--- src/rtl/disp_addr_seq.sv ---
module disp_addr_seq #(
  parameter int BUSY_CYC  = 8,
  parameter int CLEAR_CYC = 80
) (
  input  logic        clk,
  input  logic        rst_n,
  input  logic        wr_en,
  input  logic        wr_data_sel,
  input  logic [7:0]  wr_byte,
  output logic        busy,
  output logic [9:0]  addr_count,
  output logic [1:0]  mem_sel,
  output logic [9:0]  mem_addr,
  output logic [15:0] mem_wdata,
  output logic        mem_we
);
  localparam int TEXT_W = 6;
  localparam int VERT_W = 6;
  localparam int HORZ_W = 4;
  localparam int ADDR_W = VERT_W + HORZ_W;
  localparam int BMAX   = (CLEAR_CYC > BUSY_CYC) ? CLEAR_CYC : BUSY_CYC;
  localparam int BCNT_W = $clog2(BMAX + 1);
  localparam logic [1:0] SEL_TXT = 2'd0, SEL_FNT = 2'd1, SEL_BMP = 2'd2;

  logic [TEXT_W-1:0] txt_q, fill_idx;
  logic [VERT_W-1:0] vert_q;
  logic [HORZ_W-1:0] horz_q;
  logic [1:0]        sel_q;
  logic              inc_q, ext_q, sr_q, phase_q, gph_q, fill_on;
  logic [7:0]        hi_q;
  logic [BCNT_W-1:0] bcnt_q;
  logic              acc;

  assign busy       = bcnt_q != '0;
  assign acc        = wr_en && !busy;
  assign addr_count = (sel_q == SEL_BMP) ? {vert_q, horz_q}
                                         : {{(ADDR_W-TEXT_W){1'b0}}, txt_q};

  always_ff @(posedge clk) begin
    if (!rst_n) begin
      txt_q <= '0; vert_q <= '0; horz_q <= '0; sel_q <= SEL_TXT;
      inc_q <= 1'b1; ext_q <= 1'b0; sr_q <= 1'b0; phase_q <= 1'b0;
      gph_q <= 1'b0; hi_q <= '0; bcnt_q <= '0; fill_on <= 1'b0;
      fill_idx <= '0; mem_we <= 1'b0; mem_sel <= SEL_TXT;
      mem_addr <= '0; mem_wdata <= '0;
    end else begin
      mem_we <= 1'b0;
      if (busy) bcnt_q <= bcnt_q - BCNT_W'(1);
      if (fill_on) begin
        mem_we    <= 1'b1;
        mem_sel   <= SEL_TXT;
        mem_addr  <= {{(ADDR_W-TEXT_W){1'b0}}, fill_idx};
        mem_wdata <= 16'h2020;
        fill_idx  <= fill_idx + TEXT_W'(1);
        if (&fill_idx) fill_on <= 1'b0;
      end
      if (acc && wr_data_sel) begin
        if (!phase_q) begin
          hi_q    <= wr_byte;
          phase_q <= 1'b1;
        end else begin
          phase_q   <= 1'b0;
          mem_we    <= 1'b1;
          mem_sel   <= sel_q;
          mem_addr  <= addr_count;
          mem_wdata <= {hi_q, wr_byte};
          if (sel_q == SEL_BMP) horz_q <= inc_q ? horz_q + HORZ_W'(1) : horz_q - HORZ_W'(1);
          else                  txt_q  <= inc_q ? txt_q + TEXT_W'(1) : txt_q - TEXT_W'(1);
        end
      end
      if (acc && !wr_data_sel) begin
        bcnt_q <= BCNT_W'(BUSY_CYC);
        gph_q  <= 1'b0;
        if (wr_byte[7:5] == 3'b001) ext_q <= wr_byte[2];
        else if (!ext_q) begin
          casez (wr_byte)
            8'b0000_0001: begin
              txt_q <= '0; inc_q <= 1'b1; sel_q <= SEL_TXT; phase_q <= 1'b0;
              bcnt_q <= BCNT_W'(CLEAR_CYC); fill_on <= 1'b1; fill_idx <= '0;
            end
            8'b0000_001?: begin txt_q <= '0; sel_q <= SEL_TXT; phase_q <= 1'b0; end
            8'b0000_01??: inc_q <= wr_byte[1];
            8'b0001_????: if (!wr_byte[3])
                            txt_q <= wr_byte[2] ? txt_q + TEXT_W'(1) : txt_q - TEXT_W'(1);
            8'b01??_????: if (!sr_q) begin
                            txt_q <= wr_byte[TEXT_W-1:0]; sel_q <= SEL_FNT; phase_q <= 1'b0;
                          end
            8'b1???_????: begin txt_q <= wr_byte[TEXT_W-1:0]; sel_q <= SEL_TXT; phase_q <= 1'b0; end
            default: ;
          endcase
        end else begin
          casez (wr_byte)
            8'b0000_001?: sr_q <= wr_byte[0];
            8'b1???_????: begin
              phase_q <= 1'b0;
              if (!gph_q) begin
                vert_q <= wr_byte[VERT_W-1:0];
                gph_q  <= 1'b1;
              end else begin
                horz_q <= wr_byte[HORZ_W-1:0];
                sel_q  <= SEL_BMP;
              end
            end
            default: ;
          endcase
        end
      end
    end
  end

  assert_first_byte_hold_R2: assert property (@(posedge clk) disable iff (!rst_n)
    (acc && wr_data_sel && !phase_q) |=> ($stable(addr_count) && !mem_we));
  assert_word_strobe_R2: assert property (@(posedge clk) disable iff (!rst_n)
    (acc && wr_data_sel && phase_q) |=> (mem_we && mem_wdata[7:0] == $past(wr_byte)));
  assert_row_fixed_R7: assert property (@(posedge clk) disable iff (!rst_n)
    (acc && wr_data_sel && phase_q && sel_q == SEL_BMP) |=> $stable(addr_count[ADDR_W-1:HORZ_W]));
  assert_instr_busy_R12: assert property (@(posedge clk) disable iff (!rst_n)
    (acc && !wr_data_sel) |=> busy);
  assert_busy_blocks_R12: assert property (@(posedge clk) disable iff (!rst_n)
    (busy && !fill_on) |=> !mem_we);
  assert_clear_zero_R8: assert property (@(posedge clk) disable iff (!rst_n)
    (acc && !wr_data_sel && !ext_q && wr_byte == 8'h01) |=> (addr_count == '0 && busy));
endmodule

--- config.mk ---
export PLATFORM = sky130hd
export DESIGN_NAME = disp_addr_seq
export DESIGN_NICKNAME = d
export VERILOG_FILES = /design/src/rtl/disp_addr_seq.sv
export SDC_FILE = /design/constraint.sdc
export NUM_CORES = 1
export LEC_CHECK = 0
export ABC_AREA = 1
export ABC_CLOCK_PERIOD_IN_PS = 2690
export BUFFER_PORTS_ARGS = -buffer_cell sky130_fd_sc_hd__buf_2
export CAP_MARGIN = 25
export CORE_MARGIN = 8
export CORE_UTILIZATION = 30
export DETAILED_ROUTE_END_ITERATION = 8
export HOLD_SLACK_MARGIN = 0.15
export PLACE_DENSITY = 0.48
export SKIP_LAST_GASP = 1
export SYNTH_ARGS = -nofsm -noshare
export SYNTH_HDL_FRONTEND = slang
export SYNTH_SLANG_ARGS = --single-unit
--- constraint.sdc ---
create_clock -name clk -period 2.69 [get_ports clk]
set_clock_uncertainty 0.05 [all_clocks]
set_input_delay 0.269 -clock clk [delete_from_list [all_inputs] [get_ports clk]]
set_output_delay 0.269 -clock clk [all_outputs]
set_load 0.01 [all_outputs]
## Word-level counts from Yosys, hierarchy flattened

Cells that the tools add are included.
W data, S select, Z words.

- Output and inout port bits: 40
- Bits in registers: 74
- Word-level logic and storage cells: 122
- Bits of input ports: 12

- Eq/ne operators: 10
- Multiplexer cells: 67
- Bitwise operators: 4
- $add $sub $neg: 6
- Reductions and logical operators: 18

Operators by type and width:

| cell | count |
|---|---|
| $mux W6 | 15 |
| $mux W16 | 3 |
| $mux W10 | 4 |
| $mux W4 | 9 |
| $mux W7 | 5 |
| $pmux W6 S4 | 1 |
| $mux W1 | 20 |
| $mux W2 | 7 |
| $add A6 B1 Y6 const B | 2 |
| $reduce_and A6 Y1 | 2 |
| $eq A8 B1 Y1 const B | 1 |
| $reduce_and A4 Y1 | 2 |
| $eq A7 B1 Y1 const B | 1 |
| $reduce_bool A7 Y1 | 1 |
| $sub A7 B1 Y7 const B | 1 |
| $eq A6 B1 Y1 const B | 1 |
| $sub A6 B1 Y6 const B | 1 |
| $reduce_and A5 Y1 | 1 |
| $add A4 B1 Y4 const B | 1 |
| $eq A4 B1 Y1 const B | 1 |
| $not A1 Y1 | 4 |
| $pmux W1 S2 | 2 |
| $pmux W2 S2 | 1 |
| $reduce_and A2 Y1 | 2 |
| other kinds (13) | 17 |

## Longest topological paths before layout

- Depth in word-level cells: 10
- Depth in mapped cells: 13
- Gate-level depth less buffers: 13

## Worst setup path after synthesis

No wires, ideal clock.

- Path kind: flip-flop to flip-flop
- From: reg bcnt_q[0]
- To: reg hi_q[7]
- Arrival time: 1.721 ns
- Stages on the path, launching flop included: 11
- Setup slack: 0.849 ns
- Clock period less this slack: 1.841 ns
- Required time: 2.570 ns
- Buffers on the path: 1
- Library setup time: 0.070 ns
- Path through: dfxtp_1 > inv_1 > ha_1 > nand2_1 > nor2_4 > nand2_1 > nor2_1 > ha_1 > clkbuf_1 > o21ai_0 > a21oi_1

- Longest elaborated chain between the ends: 5

RTL lines:

| item | RTL line | RTL |
|---|---|---|
| start, declared | 31 | `logic [BCNT_W-1:0] bcnt_q;` |
| start signal, assigned | 48 | `if (busy) bcnt_q <= bcnt_q - BCNT_W'(1);` |
| start signal, assigned | 72 | `bcnt_q <= BCNT_W'(BUSY_CYC);` |
| $reduce_bool A7 Y1 | 34 | `assign busy = bcnt_q != '0;` |
| $logic_not A1 Y1 | 35 | `assign acc = wr_en && !busy;` |
| $logic_and A1 B1 Y1 | 35 |  |
| $logic_and A1 B1 Y1 | 57 | `if (acc && wr_data_sel) begin` |
| $reduce_and A2 Y1 (no source line) | -- |  |
| end signal, assigned | 59 | `hi_q <= wr_byte;` |
| end, declared | 30 | `logic [7:0] hi_q;` |

Every way passes these cells.
A chain may end at the register's enable or synchronous reset.

## Worst setup path in the final report

- From: reg bcnt_q[1]
- To: reg mem_wdata[4]

- Longest elaborated chain between the ends: 5

RTL lines:

| item | RTL line | RTL |
|---|---|---|
| $reduce_bool A7 Y1 | 34 |  |
| $logic_not A1 Y1 | 35 |  |
| $logic_and A1 B1 Y1 | 35 |  |
| $logic_and A1 B1 Y1 | 57 |  |
| $mux W16 | 57 |  |
| end signal, assigned | 66 | `mem_wdata <= {hi_q, wr_byte};` |
| end, declared | 14 | `output logic [15:0] mem_wdata,` |

Every way passes these cells.

==> qor.txt <==
clock-pin slew on the worst setup and hold paths = 60 ps
required time of the worst setup path = 2830 ps
Post-CTS Setup Repair Bufs = 0
detailed-router iteration count before antenna repair = 5
share of post-route cells with drive strength above 1 = 16.9%
Finished Cell Area = 4590 um2
first-pass GRT wire length = 19,100 um
Slew headroom = 47.1%
clock sinks = 74
Arr. time, crit path = 2350 ps
Post-synth EDFFs = 0
syn_area_per_cell = 6.94 um2
number of hold buffers added after cts = 0
max-cap violations = 0
Mapped Cells = 565
Finished Layout Cells = 789
total congestion overflow = 0
crit end category = flop
most frequent cells in the layout = nand2_1, dfxtp_1, a21oi_1, inv_1, buf_2
Initial DRC Count = 235
largest net degree at the start of global routing = 38
setup ws final = 479 ps
Resized cells post-CTS = 0
ANT nets after route = 0
antenna diode count = 0
routability cong. = 0.868
IO Port Bufs = 51
pwr/cell area = 695 nW/um2
LEAKAGE = 2.06 nW
DRC viols = 0
aggregate negative setup slack = 0 ps
setup violators final = 0
crit-path most repeated cell = inv_1
Hold Fails Final Rpt = 0
Crit path buffers/inverters = 3
I/O pins = 52
maximum VDD drop = 290 uV
CP Launch Type = flop
WL final = 11,800 um
num rows = 41
fin crit period = 2210 ps
die area = 17,000 um2
Seq/Total Area, Yosys = 37.8%
synth unique cells = 40
routed vias/inst = 4.84
crit share post-route = 82.2%
Inst Count DP = 773
Post-Syn Nets = 586
worst hold path class = input port to flop
CP cell instances = inv_1, ha_1, inv_1, nor2_1, nand3_4, nor2_8, nand3_4, nand2_1, inv_1, nand2_1, a21oi_1
synthesized area = 3920 um2
Post-Place Worst Slack = 459 ps
DR vias = 3,815
Slew Limit Fails = 0
DR WL/cell = 15.0 um
Worst path top cell family by delay = simple AND/OR/NAND/NOR gates
antenna violations before repair = 0
TritonCTS clock tree = yes
die width = 130 um
YS warnings = 0
Final Util = 36.0%
Final Power = 3.19 mW
Cell Area, Placed = 4310 um2
vias in the first global route = 3,703
core footprint = 12,700 um2
ys async rst share = 0%
RSZ-0062 raised after global routing = no
root buffer cell = clkbuf_16
Tightest Pin Transition = 792 ps
deepest clock path buffer count = 2
number of buffers created by CTS = 9
final net count = 633
maximum net fanout on the critical path = 21
H-tree depth = 3
Crit Path Category = flop to flop
Synth Register Bits = 74
Top FF cell, synth = dfxtp_1
Hold WS = 188 ps
Post-DP HPWL = 8790 um
largest stage delay on the critical path = 320 ps
Max Freq = 452 MHz
Total Routing Usage GR = 14.7%
cell at the slowest stage of the critical path = dfxtp_1
Area Growth Syn to Fin = 16.9%
outcome = finished, final reports clean
latest clock arrival within the worst-skew pair = 340 ps
starting density of the core = 30.8%
Die Span Y = 130 um
commonest non-fill, non-tap cell in the layout = nand2_1
## registers in the layout (all words and copies together) (netlist names), 2 cells and up
| name | cells |
|---|---|
| mem_wdata | 16 |
| mem_addr | 10 |
| hi_q | 8 |
| bcnt_q | 7 |
| fill_idx | 6 |
| txt_q | 6 |
| vert_q | 6 |
| horz_q | 4 |
| mem_sel | 2 |
| sel_q | 2 |
## cell families after synthesis
kind of cell               share of synthesized area [%]
buffers and inverters                               9.34
and+or+nand+nor                                     30.2
AOI/OAI and AO/OA                                   17.4
xor gates and xnor gates                            2.23
DFF                                                 37.8
adders and majority gates                           3.06
## final cells by class
type | instances | area, um2
well taps | 172 | 215
inverters | 68 | 256
clock inverters | 7 | 53.8
fillers | 1455 | 8140
repair buffers | 54 | 278
multi-input cells | 405 | 2080
clock buffers | 9 | 225
flip-flops and latches | 74 | 1480
## path summary, 6_finish.rpt
check | from | end | slack (ps) | cells after the start
min reg2reg | mem_wdata[12] | mem_wdata[12] | 410 | 2
max | bcnt_q[1] | mem_wdata[4] | 480 | 11
min | wr_byte[6] | mem_wdata[6] | 190 | 3
max reg2reg | bcnt_q[1] | mem_wdata[4] | 480 | 11
## worst min-delay path, delay by kind of cell
kind                   cells  cell delay [ps]
buffers and inverters      1              140
AND/OR/NAND/NOR            1               70
AO/OA/AOI/OAI              1               60
## Yosys cell counts, types with 2 or more instances
cell      count  area [um2]
nand2_1     143         537
dfxtp_1      74        1480
a21oi_1      60         300
inv_1        59         221
nor2_1       46         173
o21ai_0      44         220
nand3_1      36         180
clkbuf_1     11        41.3
ha_1          8         100
nor3_1        8        40.0
nand4_1       6        37.5
xor2_1        6        52.6
buf_6         5        56.3
inv_2         5        18.8
o21ai_2       5        43.8
o22ai_1       5        31.3
a21oi_2       4        35.0
nor2_2        4        25.0
xnor2_1       4        35.0
a31oi_1       3        18.8
clkinv_1      3        11.3
nand3_2       3        30.0
nand2_2       2        12.5
nand3_4       2        35.0
nand4_2       2        25.0
nor2_4        2        22.5
nor4_1        2        12.5
## routing by layer
layer / wire length, um / up-vias / part of all wire (%) / GRT usage [%]
met5: 0 / - / 0 / 0
li1: - / 1943 / - / -
met4: 215 / 0 / 1.8 / 5.94
met2: 5620 / 85 / 48 / 24.3
met1: 5240 / 1769 / 44 / 17.9
met3: 760 / 18 / 6.4 / 3.75
## where the power goes
group	internal, mW	total (mW)	switching (mW)
Sequential	1.18	1.25	0.0716
Clock	0.629	1.13	0.501
Combinational	0.281	0.802	0.522
Note: power is estimated with default switching activity, not from simulation.
